[config.mk]
export PLATFORM = sky130hd
export DESIGN_NAME = temp_limit_mon
export DESIGN_NICKNAME = d
export VERILOG_FILES = /design/src/rtl/temp_mon_pkg.sv /design/src/rtl/temp_offset_sat.sv /design/src/rtl/temp_eval.sv /design/src/rtl/temp_regs.sv /design/src/rtl/temp_limit_mon.sv
export SDC_FILE = /design/constraint.sdc
export NUM_CORES = 1
export LEC_CHECK = 0
export BUFFER_PORTS_ARGS = -buffer_cell sky130_fd_sc_hd__buf_2
export CAP_MARGIN = 20
export CORE_UTILIZATION = 60
export DETAILED_ROUTE_END_ITERATION = 10
export GPL_ROUTABILITY_DRIVEN = 0
export PLACE_DENSITY = 0.81
export SYNTH_ARGS = -nofsm -noshare
export SYNTH_HDL_FRONTEND = slang
export SYNTH_SLANG_ARGS = --single-unit
export TNS_END_PERCENT = 30
[constraint.sdc]
create_clock -name clk_i -period 4.25 [get_ports clk_i]
set_clock_uncertainty 0.15 [all_clocks]
set_input_delay 0.85 -clock clk_i [delete_from_list [all_inputs] [get_ports clk_i]]
set_output_delay 0.85 -clock clk_i [all_outputs]
set_load 0.1 [all_outputs]
[src/rtl/temp_mon_pkg.sv]
package temp_mon_pkg;
  localparam int AW = 3;

  localparam logic [AW-1:0] ADDR_OFFSET = 3'd0;
  localparam logic [AW-1:0] ADDR_HI     = 3'd1;
  localparam logic [AW-1:0] ADDR_LO     = 3'd2;
  localparam logic [AW-1:0] ADDR_THERM  = 3'd3;
  localparam logic [AW-1:0] ADDR_MASK   = 3'd4;
  localparam logic [AW-1:0] ADDR_VALUE  = 3'd5;
  localparam logic [AW-1:0] ADDR_STATUS = 3'd6;
endpackage

[src/rtl/temp_offset_sat.sv]
module temp_offset_sat #(
  parameter int DW = 8
) (
  input  logic [DW-1:0] raw_i,
  input  logic [DW-1:0] off_i,
  output logic [DW-1:0] sum_o
);
  localparam logic [DW-1:0] MAX_V = {1'b0, {(DW-1){1'b1}}};
  localparam logic [DW-1:0] MIN_V = {1'b1, {(DW-1){1'b0}}};

  logic [DW:0] wide;
  logic        ovf;

  always_comb begin
    wide  = {raw_i[DW-1], raw_i} + {off_i[DW-1], off_i};
    ovf   = wide[DW] ^ wide[DW-1];
    sum_o = ovf ? (wide[DW] ? MIN_V : MAX_V) : wide[DW-1:0];
  end


  always_comb begin
    sat_pos_chk: assert (!(!raw_i[DW-1] && !off_i[DW-1] && sum_o[DW-1]));
    sat_neg_chk: assert (!(raw_i[DW-1] && off_i[DW-1] && !sum_o[DW-1]));
  end
endmodule

[src/rtl/temp_eval.sv]
module temp_eval #(
  parameter int DW   = 8,
  parameter int HYST = 5
) (
  input  logic          clk_i,
  input  logic          rst_ni,
  input  logic          eoc_i,
  input  logic [DW-1:0] corr_i,
  input  logic [DW-1:0] hi_i,
  input  logic [DW-1:0] lo_i,
  input  logic [DW-1:0] therm_lim_i,
  output logic [DW-1:0] value_o,
  output logic          status_o,
  output logic          therm_o
);
  localparam logic signed [DW:0] HYST_X = (DW+1)'(HYST);

  logic signed [DW:0] corr_x, lim_x, rel_x;
  logic above_hi, below_lo, over_therm, at_release;
  logic engage, release_ev;
  logic therm_q, status_q;
  logic [DW-1:0] value_q;

  always_comb begin
    corr_x     = {corr_i[DW-1], corr_i};
    lim_x      = {therm_lim_i[DW-1], therm_lim_i};
    rel_x      = lim_x - HYST_X;
    above_hi   = $signed(corr_i) > $signed(hi_i);
    below_lo   = $signed(corr_i) < $signed(lo_i);
    over_therm = $signed(corr_i) > $signed(therm_lim_i);
    at_release = corr_x <= rel_x;
    engage     = !therm_q && over_therm;
    release_ev = therm_q && at_release;
  end

  always_ff @(posedge clk_i or negedge rst_ni) begin
    if (!rst_ni) begin
      value_q  <= '0;
      status_q <= 1'b0;
      therm_q  <= 1'b0;
    end else if (eoc_i) begin
      value_q  <= corr_i;
      status_q <= above_hi || below_lo || engage || release_ev;
      therm_q  <= engage || (therm_q && !release_ev);
    end
  end

  assign value_o  = value_q;
  assign status_o = status_q;
  assign therm_o  = therm_q;


  idle_hold_chk: assert property (@(posedge clk_i) disable iff (!rst_ni)
    !eoc_i |=> $stable(value_q) && $stable(status_q) && $stable(therm_q));

  range_trip_chk: assert property (@(posedge clk_i) disable iff (!rst_ni)
    eoc_i && (above_hi || below_lo) |=> status_q);

  engage_chk: assert property (@(posedge clk_i) disable iff (!rst_ni)
    eoc_i && !therm_q && over_therm |=> therm_q && status_q);

  therm_hold_chk: assert property (@(posedge clk_i) disable iff (!rst_ni)
    eoc_i && therm_q && !at_release |=> therm_q);
endmodule

[src/rtl/temp_regs.sv]
module temp_regs
  import temp_mon_pkg::*;
#(
  parameter int DW = 8
) (
  input  logic          clk_i,
  input  logic          rst_ni,
  input  logic          we_i,
  input  logic [AW-1:0] addr_i,
  input  logic [DW-1:0] wdata_i,
  input  logic [DW-1:0] value_i,
  input  logic          status_i,
  output logic [DW-1:0] rdata_o,
  output logic [DW-1:0] offset_o,
  output logic [DW-1:0] hi_o,
  output logic [DW-1:0] lo_o,
  output logic [DW-1:0] therm_lim_o,
  output logic          mask_o
);
  localparam logic [DW-1:0] MAX_V = {1'b0, {(DW-1){1'b1}}};
  localparam logic [DW-1:0] MIN_V = {1'b1, {(DW-1){1'b0}}};

  logic [DW-1:0] offset_q, hi_q, lo_q, therm_q;
  logic          mask_q;

  always_ff @(posedge clk_i or negedge rst_ni) begin
    if (!rst_ni) begin
      offset_q <= '0;
      hi_q     <= MAX_V;
      lo_q     <= MIN_V;
      therm_q  <= MAX_V;
      mask_q   <= 1'b0;
    end else if (we_i) begin
      case (addr_i)
        ADDR_OFFSET: offset_q <= wdata_i;
        ADDR_HI:     hi_q     <= wdata_i;
        ADDR_LO:     lo_q     <= wdata_i;
        ADDR_THERM:  therm_q  <= wdata_i;
        ADDR_MASK:   mask_q   <= wdata_i[0];
        default: ;
      endcase
    end
  end

  always_comb begin
    case (addr_i)
      ADDR_OFFSET: rdata_o = offset_q;
      ADDR_HI:     rdata_o = hi_q;
      ADDR_LO:     rdata_o = lo_q;
      ADDR_THERM:  rdata_o = therm_q;
      ADDR_MASK:   rdata_o = {{(DW-1){1'b0}}, mask_q};
      ADDR_VALUE:  rdata_o = value_i;
      ADDR_STATUS: rdata_o = {{(DW-1){1'b0}}, status_i};
      default:     rdata_o = '0;
    endcase
  end

  assign offset_o    = offset_q;
  assign hi_o        = hi_q;
  assign lo_o        = lo_q;
  assign therm_lim_o = therm_q;
  assign mask_o      = mask_q;


  offset_wr_chk: assert property (@(posedge clk_i) disable iff (!rst_ni)
    we_i && addr_i == ADDR_OFFSET |=> offset_o == $past(wdata_i));

  limit_keep_chk: assert property (@(posedge clk_i) disable iff (!rst_ni)
    !we_i |=> $stable(hi_q) && $stable(lo_q) && $stable(therm_q) && $stable(mask_q));
endmodule

[src/rtl/temp_limit_mon.sv]
module temp_limit_mon
  import temp_mon_pkg::*;
#(
  parameter int DW   = 8,
  parameter int HYST = 5
) (
  input  logic          clk_i,
  input  logic          rst_ni,
  input  logic          eoc_i,
  input  logic [DW-1:0] raw_i,
  input  logic          reg_we_i,
  input  logic [AW-1:0] reg_addr_i,
  input  logic [DW-1:0] reg_wdata_i,
  output logic [DW-1:0] reg_rdata_o,
  output logic          therm_o,
  output logic          irq_o
);
  logic [DW-1:0] offset, hi_lim, lo_lim, therm_lim, corr, value;
  logic          mask, status;

  temp_regs #(.DW(DW)) u_regs (
    .clk_i       (clk_i),
    .rst_ni      (rst_ni),
    .we_i        (reg_we_i),
    .addr_i      (reg_addr_i),
    .wdata_i     (reg_wdata_i),
    .value_i     (value),
    .status_i    (status),
    .rdata_o     (reg_rdata_o),
    .offset_o    (offset),
    .hi_o        (hi_lim),
    .lo_o        (lo_lim),
    .therm_lim_o (therm_lim),
    .mask_o      (mask)
  );

  temp_offset_sat #(.DW(DW)) u_offset (
    .raw_i (raw_i),
    .off_i (offset),
    .sum_o (corr)
  );

  temp_eval #(.DW(DW), .HYST(HYST)) u_eval (
    .clk_i       (clk_i),
    .rst_ni      (rst_ni),
    .eoc_i       (eoc_i),
    .corr_i      (corr),
    .hi_i        (hi_lim),
    .lo_i        (lo_lim),
    .therm_lim_i (therm_lim),
    .value_o     (value),
    .status_o    (status),
    .therm_o     (therm_o)
  );

  assign irq_o = status && !mask;


  irq_follow_chk: assert property (@(posedge clk_i) disable iff (!rst_ni)
    $stable(mask) && !$stable(irq_o) |-> !$stable(status));
endmodule

==> summary by stage, run 1 <==
Run status
The flow ran to the end, and the final reports show no timing, DRC or antenna violations.

Clocking
The root buffer cell chosen for the clock tree is sky130_fd_sc_hd__clkbuf_8. Counting the buffers created by CTS gives 5. The number of buffers inserted by hold repair at cts is 0. The CTS H-tree depth is 2. The clock passes through at most 2 buffers. The CTS tree is done. The clock net in this run drives a total of 43 sinks. The clock reaches the later pin of the worst-skew pair after 300 ps. The clock transition at the registers of the reported paths is 80 ps.

Hold path
The hold path startpoint is u_eval.value_o[4]. The tightest min-delay check is of the flip-flop to flip-flop type. The worst hold path terminates at u_eval.value_o[4].

The number of cells traversed by the worst hold path is 1.

Floorplanning
The total I/O pin count is 33. The width of the chip is 78 um. The initial utilization of the core area, before any placement, comes to 0.626.

The die is 78 um tall. The site row count is 27. The placeable core region is 5540 um2. The overall die area is 6080 um2.

Yosys
After synthesis the cells add up to 3470 um2. The area share of the largest cell type after synthesis is 0.202. The complex-gate fraction of the synthesized area came to 0.165.

The synthesized netlist net count is 418. After synthesis, the largest family of logic cells by area is compound AO/OA/AOI/OAI gates. Of the total synthesized cell area, the portion taken by AND, OR, NAND and NOR gates is 0.145. The mean cell area of the mapped netlist is 9.79 um2.

For this run, asynchronously set or reset flops after synthesis account for 1.00. The leading area contributor after synthesis is sky130_fd_sc_hd__dfrtp_1. The number of storage elements in the synthesis netlist is 43.

By count the netlist is led by 40 x sky130_fd_sc_hd__ha_1, 39 x sky130_fd_sc_hd__inv_1, 36 x sky130_fd_sc_hd__nand2_1. The most frequently used flop master after synthesis is sky130_fd_sc_hd__dfrtp_1. Synthesis produced 354 cells. Of the synthesized area, sequential elements account for 0.316. Of the post-synthesis cell area, the part taken by muxes is 0.142. The Yosys warning count is 0. Sorting the synthesized cells by area gives the leading types as sky130_fd_sc_hd__dfrtp_1 20%, sky130_fd_sc_hd__ha_1 14%, sky130_fd_sc_hd__dfstp_2 11%.

The adder and majority cell fraction of the synthesized area is 0.150. The most common cell in the netlist is sky130_fd_sc_hd__ha_1. The xor and xnor area share after synthesis is 0.0278. The number of distinct standard cells referenced by the synthesized netlist is 59.

The number of flops mapped to enable cells by yosys is 0.

Timing
The worst path in the final design needs a cycle of 4140 ps, including I/O delays and setup. The headroom to the max-slew limit is 0.385. The number of pins with negative max-slew slack in the final report is 0. In the finished design, the share of the clock period the worst path needs comes to 0.975. The slew at the pin closest to its max-slew limit is 923 ps. The final hold violation count was 0. Static timing analysis puts the maximum clock frequency at 241 MHz. The worst path meets setup with 107 ps of slack. For the final routed database, the setup TNS stands at 0 ps.

The setup-violating endpoint count in the final report is 0.

Routing
The detailed-router iteration count before antenna repair is 4. The number of DRC markers after the initial detailed-route iteration is 143. After detailed routing, the average wire length per cell comes to 17.3 um. The via total after detailed routing is 2864.

After detailed routing, the number of remaining DRC violations is 0. The wire length after detailed routing is 8300 um. Using the TritonRoute via totals, the vias-per-cell ratio works out to 5.98.

The count of nets left with antenna violations after detail routing is 0.

Pwr
VDD sags by at most 0.000433 V. Summed over all cells, the static leakage comes to 0.00180 uW. The power per unit of standard cell area is 613 nW/um2. After layout, the design draws a total of 2430 uW.

Setup path
The category of cells accounting for the largest share of critical-path delay is compound AO/OA/AOI/OAI gates. For the worst setup path, the data required time is 4330 ps. The cell with the largest stage delay on the worst path is sky130_fd_sc_hd__a2111oi_0. Setup slack on the worst reg-to-reg path comes out at 300 ps. The delay of the slowest cell on the worst path is 490 ps.

The critical path contains buffers and inverters numbering 3 combined. The cell depth of the worst setup path is 17. The startpoint identified for the worst register-to-register timing path is u_regs.offset_o[0].

The reg-to-reg critical path endpoint is u_eval.status_o. The critical path goes through buf_2 -> ha_1 -> inv_1 -> fa_2 -> nor2b_2 -> o21ai_0 -> a211oi_2 -> nor3_4 -> a21oi_1 -> buf_4 -> ha_1 -> o211a_1 -> a2111oi_0 -> a211oi_1 -> a211oi_1 -> a2111oi_1 -> a31oi_1. The category of the critical setup timing path is primary input to flip-flop. STA classifies the critical path endpoint as a flip-flop. The number of cells on the worst reg-to-reg path is 16. For the worst setup path, the data arrival time is 4220 ps.

Of all nets on the critical path, the largest fanout is 4. The worst setup path is launched from a primary input.

Placed design
The count of input and output buffers is 32. The pre-CTS worst setup slack is -165 ps. The placed instance count is 470.

The HPWL after detailed placement is 6650 um.

Global routing
The remaining global-route overflow is 0. The largest net degree at the start of global routing is 44. The via count of the first global-routing pass is 2751. In the global route stage, overall resource usage came out at 0.291. The initial antenna violation count was 0. For this run, global-route usage on met1 was measured as 0.379. The global routing usage on met3 is 0.0447. The first global-routing pass estimated 13400 um of wire.

The global routing's busiest layer is met2. The global routing met2 resource utilization is 0.496.

Final layout
Across the whole layout, storage elements account for 1090 um2. The multi-input combinational cell area is 2210 um2. The post-synthesis to final-layout area growth is 14.1%. The count of fill cells added during filler insertion is 429. The number of nets in the layout is 470. The share of the core filled with cells is 0.714. The count of inserted antenna diode cells is 0. The share of layout cells above drive strength 1 is 0.329. The finished layout holds 479 standard cells, fillers aside.

Job
The max-capacitance violation count is 0.
what timing repair did:
item,CTS,global route
setup buffers,0,1
endpoints found under the setup margin,0,2
gates resized for setup,0,7
area by class of cell:
type | count | share of cell area
tap | 72 | 0.0228
clock buffer | 5 | 0.0174
inverter | 39 | 0.0370
sequential | 43 | 0.277
multi-input combinational | 263 | 0.560
timing repair buffer | 54 | 0.0823
clock inverter | 3 | 0.00380
cell families (layout without fill, tap and decap cells):
| logic type | count (synthesis) | in the layout |
|---|---|---|
| and+or+nand+nor | 98 | 98 |
| buffers and inverters | 48 | 101 |
| adders and majority gates | 41 | 41 |
| DFF | 43 | 43 |
| xor gates and xnor gates | 11 | 11 |
| muxes | 36 | 36 |
| AOI/OAI and AO/OA | 77 | 77 |
layout by cell type, fill, tap and decap left out, types with 3 or more instances in the layout:
cell type	synthesis	layout
sky130_fd_sc_hd__nand2_1	36	36
sky130_fd_sc_hd__dfstp_2	15	15
sky130_fd_sc_hd__or2_2	3	3
sky130_fd_sc_hd__buf_4	1	22
sky130_fd_sc_hd__a21o_1	3	3
sky130_fd_sc_hd__nand2b_1	4	4
sky130_fd_sc_hd__nand4_1	5	5
sky130_fd_sc_hd__o211ai_1	4	4
sky130_fd_sc_hd__o21a_1	3	3
sky130_fd_sc_hd__a211oi_1	5	4
sky130_fd_sc_hd__ha_1	40	40
sky130_fd_sc_hd__a31oi_1	4	4
sky130_fd_sc_hd__xnor2_1	7	7
sky130_fd_sc_hd__clkinv_2	0	3
sky130_fd_sc_hd__dfrtp_1	28	28
sky130_fd_sc_hd__and3_1	3	3
sky130_fd_sc_hd__inv_1	39	39
sky130_fd_sc_hd__nor2_1	12	12
sky130_fd_sc_hd__o21ai_0	22	22
sky130_fd_sc_hd__nor2b_1	8	7
sky130_fd_sc_hd__o22ai_1	7	7
sky130_fd_sc_hd__buf_2	1	32
sky130_fd_sc_hd__clkbuf_8	0	5
sky130_fd_sc_hd__a21oi_1	9	9
sky130_fd_sc_hd__nor3_1	3	3
sky130_fd_sc_hd__mux4_2	7	7
sky130_fd_sc_hd__mux2_2	26	26
sky130_fd_sc_hd__nand3_2	2	3
sky130_fd_sc_hd__nand3_1	8	7
sky130_fd_sc_hd__xor2_1	4	4
how the worst max path moves through the flow:
stage / startpoint / to / slack [ps]
after floorplan: raw_i[0] / u_eval.status_o / 10
after global routing: raw_i[0] / u_eval.status_o / -30
after detailed placement: raw_i[0] / u_eval.status_o / -160
after global placement: raw_i[0] / u_eval.status_o / -30
final: raw_i[0] / u_eval.status_o / 110
after CTS: raw_i[0] / u_eval.status_o / 100
registers in the layout (all words and copies together), names as in the netlist:
| signal | cells |
|---|---|
| u_regs.offset_o | 8 |
| u_regs.mask_o | 1 |
| u_eval.therm_o | 1 |
| u_regs.therm_lim_o | 8 |
| u_eval.status_o | 1 |
| u_eval.value_o | 8 |
| u_regs.lo_o | 8 |
| u_regs.hi_o | 8 |
layer usage:
metal / wire length, um / vias up
met5: 0 / -
met4: 208 / 0
met3: 459 / 21
met2: 4020 / 92
met1: 3610 / 1360
li1: - / 1391
where the power goes:
group	internal, uW	leakage [uW]	switching [uW]
clock	112	0.0000477	138
sequential	543	0.000490	93.3
combinational	654	0.00126	885
per-stage QoR:
stage	hold WS (ps)	instance area, um2
6_report	363	3960
5_1_grt	381	3960
4_1_cts	365	3920
3_5_place_dp	346	3830
3_3_place_gp	328	3830
2_1_floorplan	305	3470
Note: power is estimated with default switching activity, not from simulation.
==> inputs of run 2 (changes only) <==
--- a/config.mk
+++ b/config.mk
@@ -7,10 +7,12 @@
 export LEC_CHECK = 0
 export BUFFER_PORTS_ARGS = -buffer_cell sky130_fd_sc_hd__buf_2
 export CAP_MARGIN = 20
-export CORE_UTILIZATION = 60
+export CELL_PAD_IN_SITES_DETAIL_PLACEMENT = 1
+export CELL_PAD_IN_SITES_GLOBAL_PLACEMENT = 2
+export CORE_UTILIZATION = 38
 export DETAILED_ROUTE_END_ITERATION = 10
 export GPL_ROUTABILITY_DRIVEN = 0
-export PLACE_DENSITY = 0.81
+export PLACE_DENSITY_LB_ADDON = 0.1
 export SYNTH_ARGS = -nofsm -noshare
 export SYNTH_HDL_FRONTEND = slang
 export SYNTH_SLANG_ARGS = --single-unit
==> constraint.sdc (replaced) <==
create_clock -name clk_i -period 4.1 [get_ports clk_i]
set_clock_uncertainty 0.15 [all_clocks]
set_input_delay 0.82 -clock clk_i [delete_from_list [all_inputs] [get_ports clk_i]]
set_output_delay 0.82 -clock clk_i [all_outputs]
set_load 0.1 [all_outputs]
==> run 2 against run 1 <==
Compared with the run above: sequential power grew 3.1%; core utilization shrank 22 points; register-to-register slack improved by 40 ps; die area up 56%; critical path depth is the same; clock power rose by 62%; setup slack gained 67 ps; hold slack lost 7.3 ps; global-route usage fell by 7.5 points; wire length is 20% higher; design area rose by 8.4%; non-clock buffer count is 20 higher; critical path type unchanged; largest power group unchanged.
==> summary by stage, run 2 (synthesized netlist as in run 1, its figures left out) <==
Clocking
The clock reaches the later pin of the worst-skew pair after 310 ps. The number of clock buffers added by TritonCTS is 5. Hold repair after CTS inserted 0 buffers. The CTS tree is done.

The clock transition at the registers of the reported paths is 90 ps. The clock passes through at most 2 buffers. Counting every sink on the clock net gives 43. The clock tree root buffer cell is sky130_fd_sc_hd__clkbuf_8.

CTS built an H-tree with a depth of 2.

Final layout
Once layout is done, the placed cells without fillers occupy 4290 um2. The top cell types in the final layout, fill and taps aside, are 42 x sky130_fd_sc_hd__buf_4, 39 x sky130_fd_sc_hd__inv_1, 38 x sky130_fd_sc_hd__ha_1. The repair_antennas step left the layout with diodes totalling 0. The net count of the finished layout is 490. The share of layout cells above drive strength 1 is 0.379.

From synthesis to final layout, the design area changed by 23.8%. The most common cell after layout, fill and taps aside is sky130_fd_sc_hd__buf_4.

Routing
The via total after detailed routing is 2891. The count of nets left with antenna violations after detail routing is 0. The remaining routing DRC violations is 0. After detailed routing, the average wire length per cell comes to 18.6 um.

In the routed layout, each cell is associated on average with a via count of 5.40. The wire length after detailed routing is 9950 um. The first detailed-routing pass ran for 4 iterations. After the first detailed-routing iteration, the DRC count stood at 90.

Timing
Setup violations remaining at the end of the flow were counted as 0. The worst path meets setup with 173 ps of slack. In the finished design, the share of the clock period the worst path needs comes to 0.958. The aggregate negative setup slack is 0 ps. The final hold violation count is 0. The shortest period the worst path allows is 3930 ps. For the pin with the worst max-slew slack, the measured transition is 999 ps. The final-layout worst hold slack is 356 ps.

The maximum achievable frequency is 255 MHz. The headroom to the max-slew limit is 0.334. The number of pins with negative max-slew slack in the final report is 0.

Floorplanning
The site row count is 34. The region available for standard cell placement spans 8760 um2. The initial utilization of the core area, before any placement, comes to 0.395. The width of the chip is 97.5 um. Pin placement for this block handled 33 I/O pins. The die covers 9510 um2.

From bottom edge to top edge, the die measures 97.5 um.

Placed design
The count of input and output buffers is 32. At the placement stage, the worst setup path has a slack of -466 ps. The detailed placement HPWL is 7920 um. After detailed placement, the total cell area comes to 4000 um2.

Setup path
In this design, the stage delay of the slowest critical-path cell is 410 ps. The data arrival at the endpoint of the critical path is 4000 ps. The critical path is of the primary input to flip-flop type. At the worst endpoint, the required time is 4180 ps. The worst setup path is captured at a flip-flop. Walking the worst path, the cells encountered are buf_2 -> ha_1 -> inv_1 -> fa_1 -> nor2b_2 -> o21ai_1 -> a211oi_2 -> nor3_4 -> buf_4 -> a21oi_4 -> ha_1 -> o211a_1 -> a2111oi_1 -> a211oi_1 -> a211oi_1 -> a2111oi_2 -> a31oi_1.

The worst setup path is launched from a primary input. The cell with the largest stage delay on the worst path is sky130_fd_sc_hd__a2111oi_1. The biggest fanout along the worst timing path is 5.

Pwr
Of the total power, combinational logic draws 0.633. In this run the static leakage power is 0.00192 uW. The maximum resistive drop on vdd is 0.000261 V. Of the total power, registers draw 0.227.

The switching power summed over all nets is 1270 uW. The share of total power dissipated in the clock network is 0.140. The net switching share of the total power is 0.439. The total design power is 2890 uW. Power spread over the standard cell area amounts to 675 nW/um2. The cell-internal power is 1630 uW.

Run status
The run finished with clean final reports.

Global routing
Global routing finished with a remaining overflow of 0. The via count of the first global-routing pass is 3062. The initial antenna violation count is 0. The largest net degree at the start of global routing is 44.

The global-route total usage across every layer is 0.216. The first global-routing pass estimated 16000 um of wire.

Job
The tool flagged a number of max-cap violations equal to 0.

Hold path
The worst hold path belongs to the class flip-flop to flip-flop.
## run 2: changes by cell type in the layout (fill, tap and decap cells not counted), moves of 2 or more
| cell | change |
|---|---|
| sky130_fd_sc_hd__a21oi_1 | -5 |
| sky130_fd_sc_hd__ha_4 | +2 |
| sky130_fd_sc_hd__a21oi_4 | +3 |
| sky130_fd_sc_hd__ha_1 | -2 |
| sky130_fd_sc_hd__clkinv_2 | -3 |
| sky130_fd_sc_hd__buf_4 | +20 |
| sky130_fd_sc_hd__a21oi_2 | +2 |
| sky130_fd_sc_hd__bufinv_16 | +2 |
## run 2: final timing paths
| check | depth (start not counted) | startpoint | slack, ps | endpoint |
|---|---|---|---|---|
| setup / recovery | 17 | raw_i[0] | 170 | u_eval.status_o |
| hold / removal | 2 | u_eval.value_o[0] | 360 | u_eval.value_o[0] |
| setup reg to reg | 16 | u_regs.offset_o[0] | 340 | u_eval.status_o |
| hold reg to reg | 2 | u_eval.value_o[0] | 360 | u_eval.value_o[0] |
| max in group asynchronous | 1 | rst_ni | 2650 | u_regs.offset_o[4] |
| min in group asynchronous | 1 | rst_ni | 510 | u_regs.offset_o[1] |
## run 2: final cells by class
| type | instances | area (um2) |
|---|---|---|
| Sequential cell | 43 | 1090 |
| Tap cell | 108 | 135 |
| Multi-Input combinational cell | 263 | 2300 |
| Inverter | 39 | 146 |
| Timing Repair Buffer | 74 | 475 |
| Fill cell | 1021 | 4470 |
| Clock inverter | 3 | 67.6 |
| Clock buffer | 5 | 68.8 |
## run 2: metal layers
metal / vias up / routed length [um] / GRT usage
met3: 10 / 209 / 0.0302
li1: 1427 / - / -
met2: 40 / 4960 / 0.372
met4: 0 / 84 / 0.0396
met5: - / 0 / 0
met1: 1414 / 4700 / 0.290
## run 2: power groups by stage
stage / Sequential (uW) / Combinational (uW) / Clock (uW)
floorplan: 663 / 1130 / 0
global placement: 661 / 1640 / 0
detailed placement: 666 / 1690 / 0
CTS: 659 / 1730 / 416
global route: 675 / 2030 / 428
finish: 657 / 1830 / 404
## run 2: worst max-delay path, delay by kind of cell
kind | cells | cell delay [ps]
simple gates | 2 | 240
compound gates | 9 | 1780
buf+inv | 3 | 300
fa+ha+maj | 3 | 850
## run 2: metrics by stage
| stage | utilization | std cells |
|---|---|---|
| 3_5_place_dp | 0.457 | 521 |
| 6_report | 0.489 | 535 |
| 2_1_floorplan | - | 354 |
| 5_1_grt | 0.489 | 535 |
| 4_1_cts | 0.475 | 529 |
| 3_3_place_gp | 0.457 | 521 |
## run 2: what timing repair did
action | 4_1_cts | 5_1_grt
endpoints found under the setup margin | 1 | 2
gates resized for setup | 5 | 16
pin swaps | 0 | 7
buffers inserted | 0 | 6
gates cloned | 0 | 0
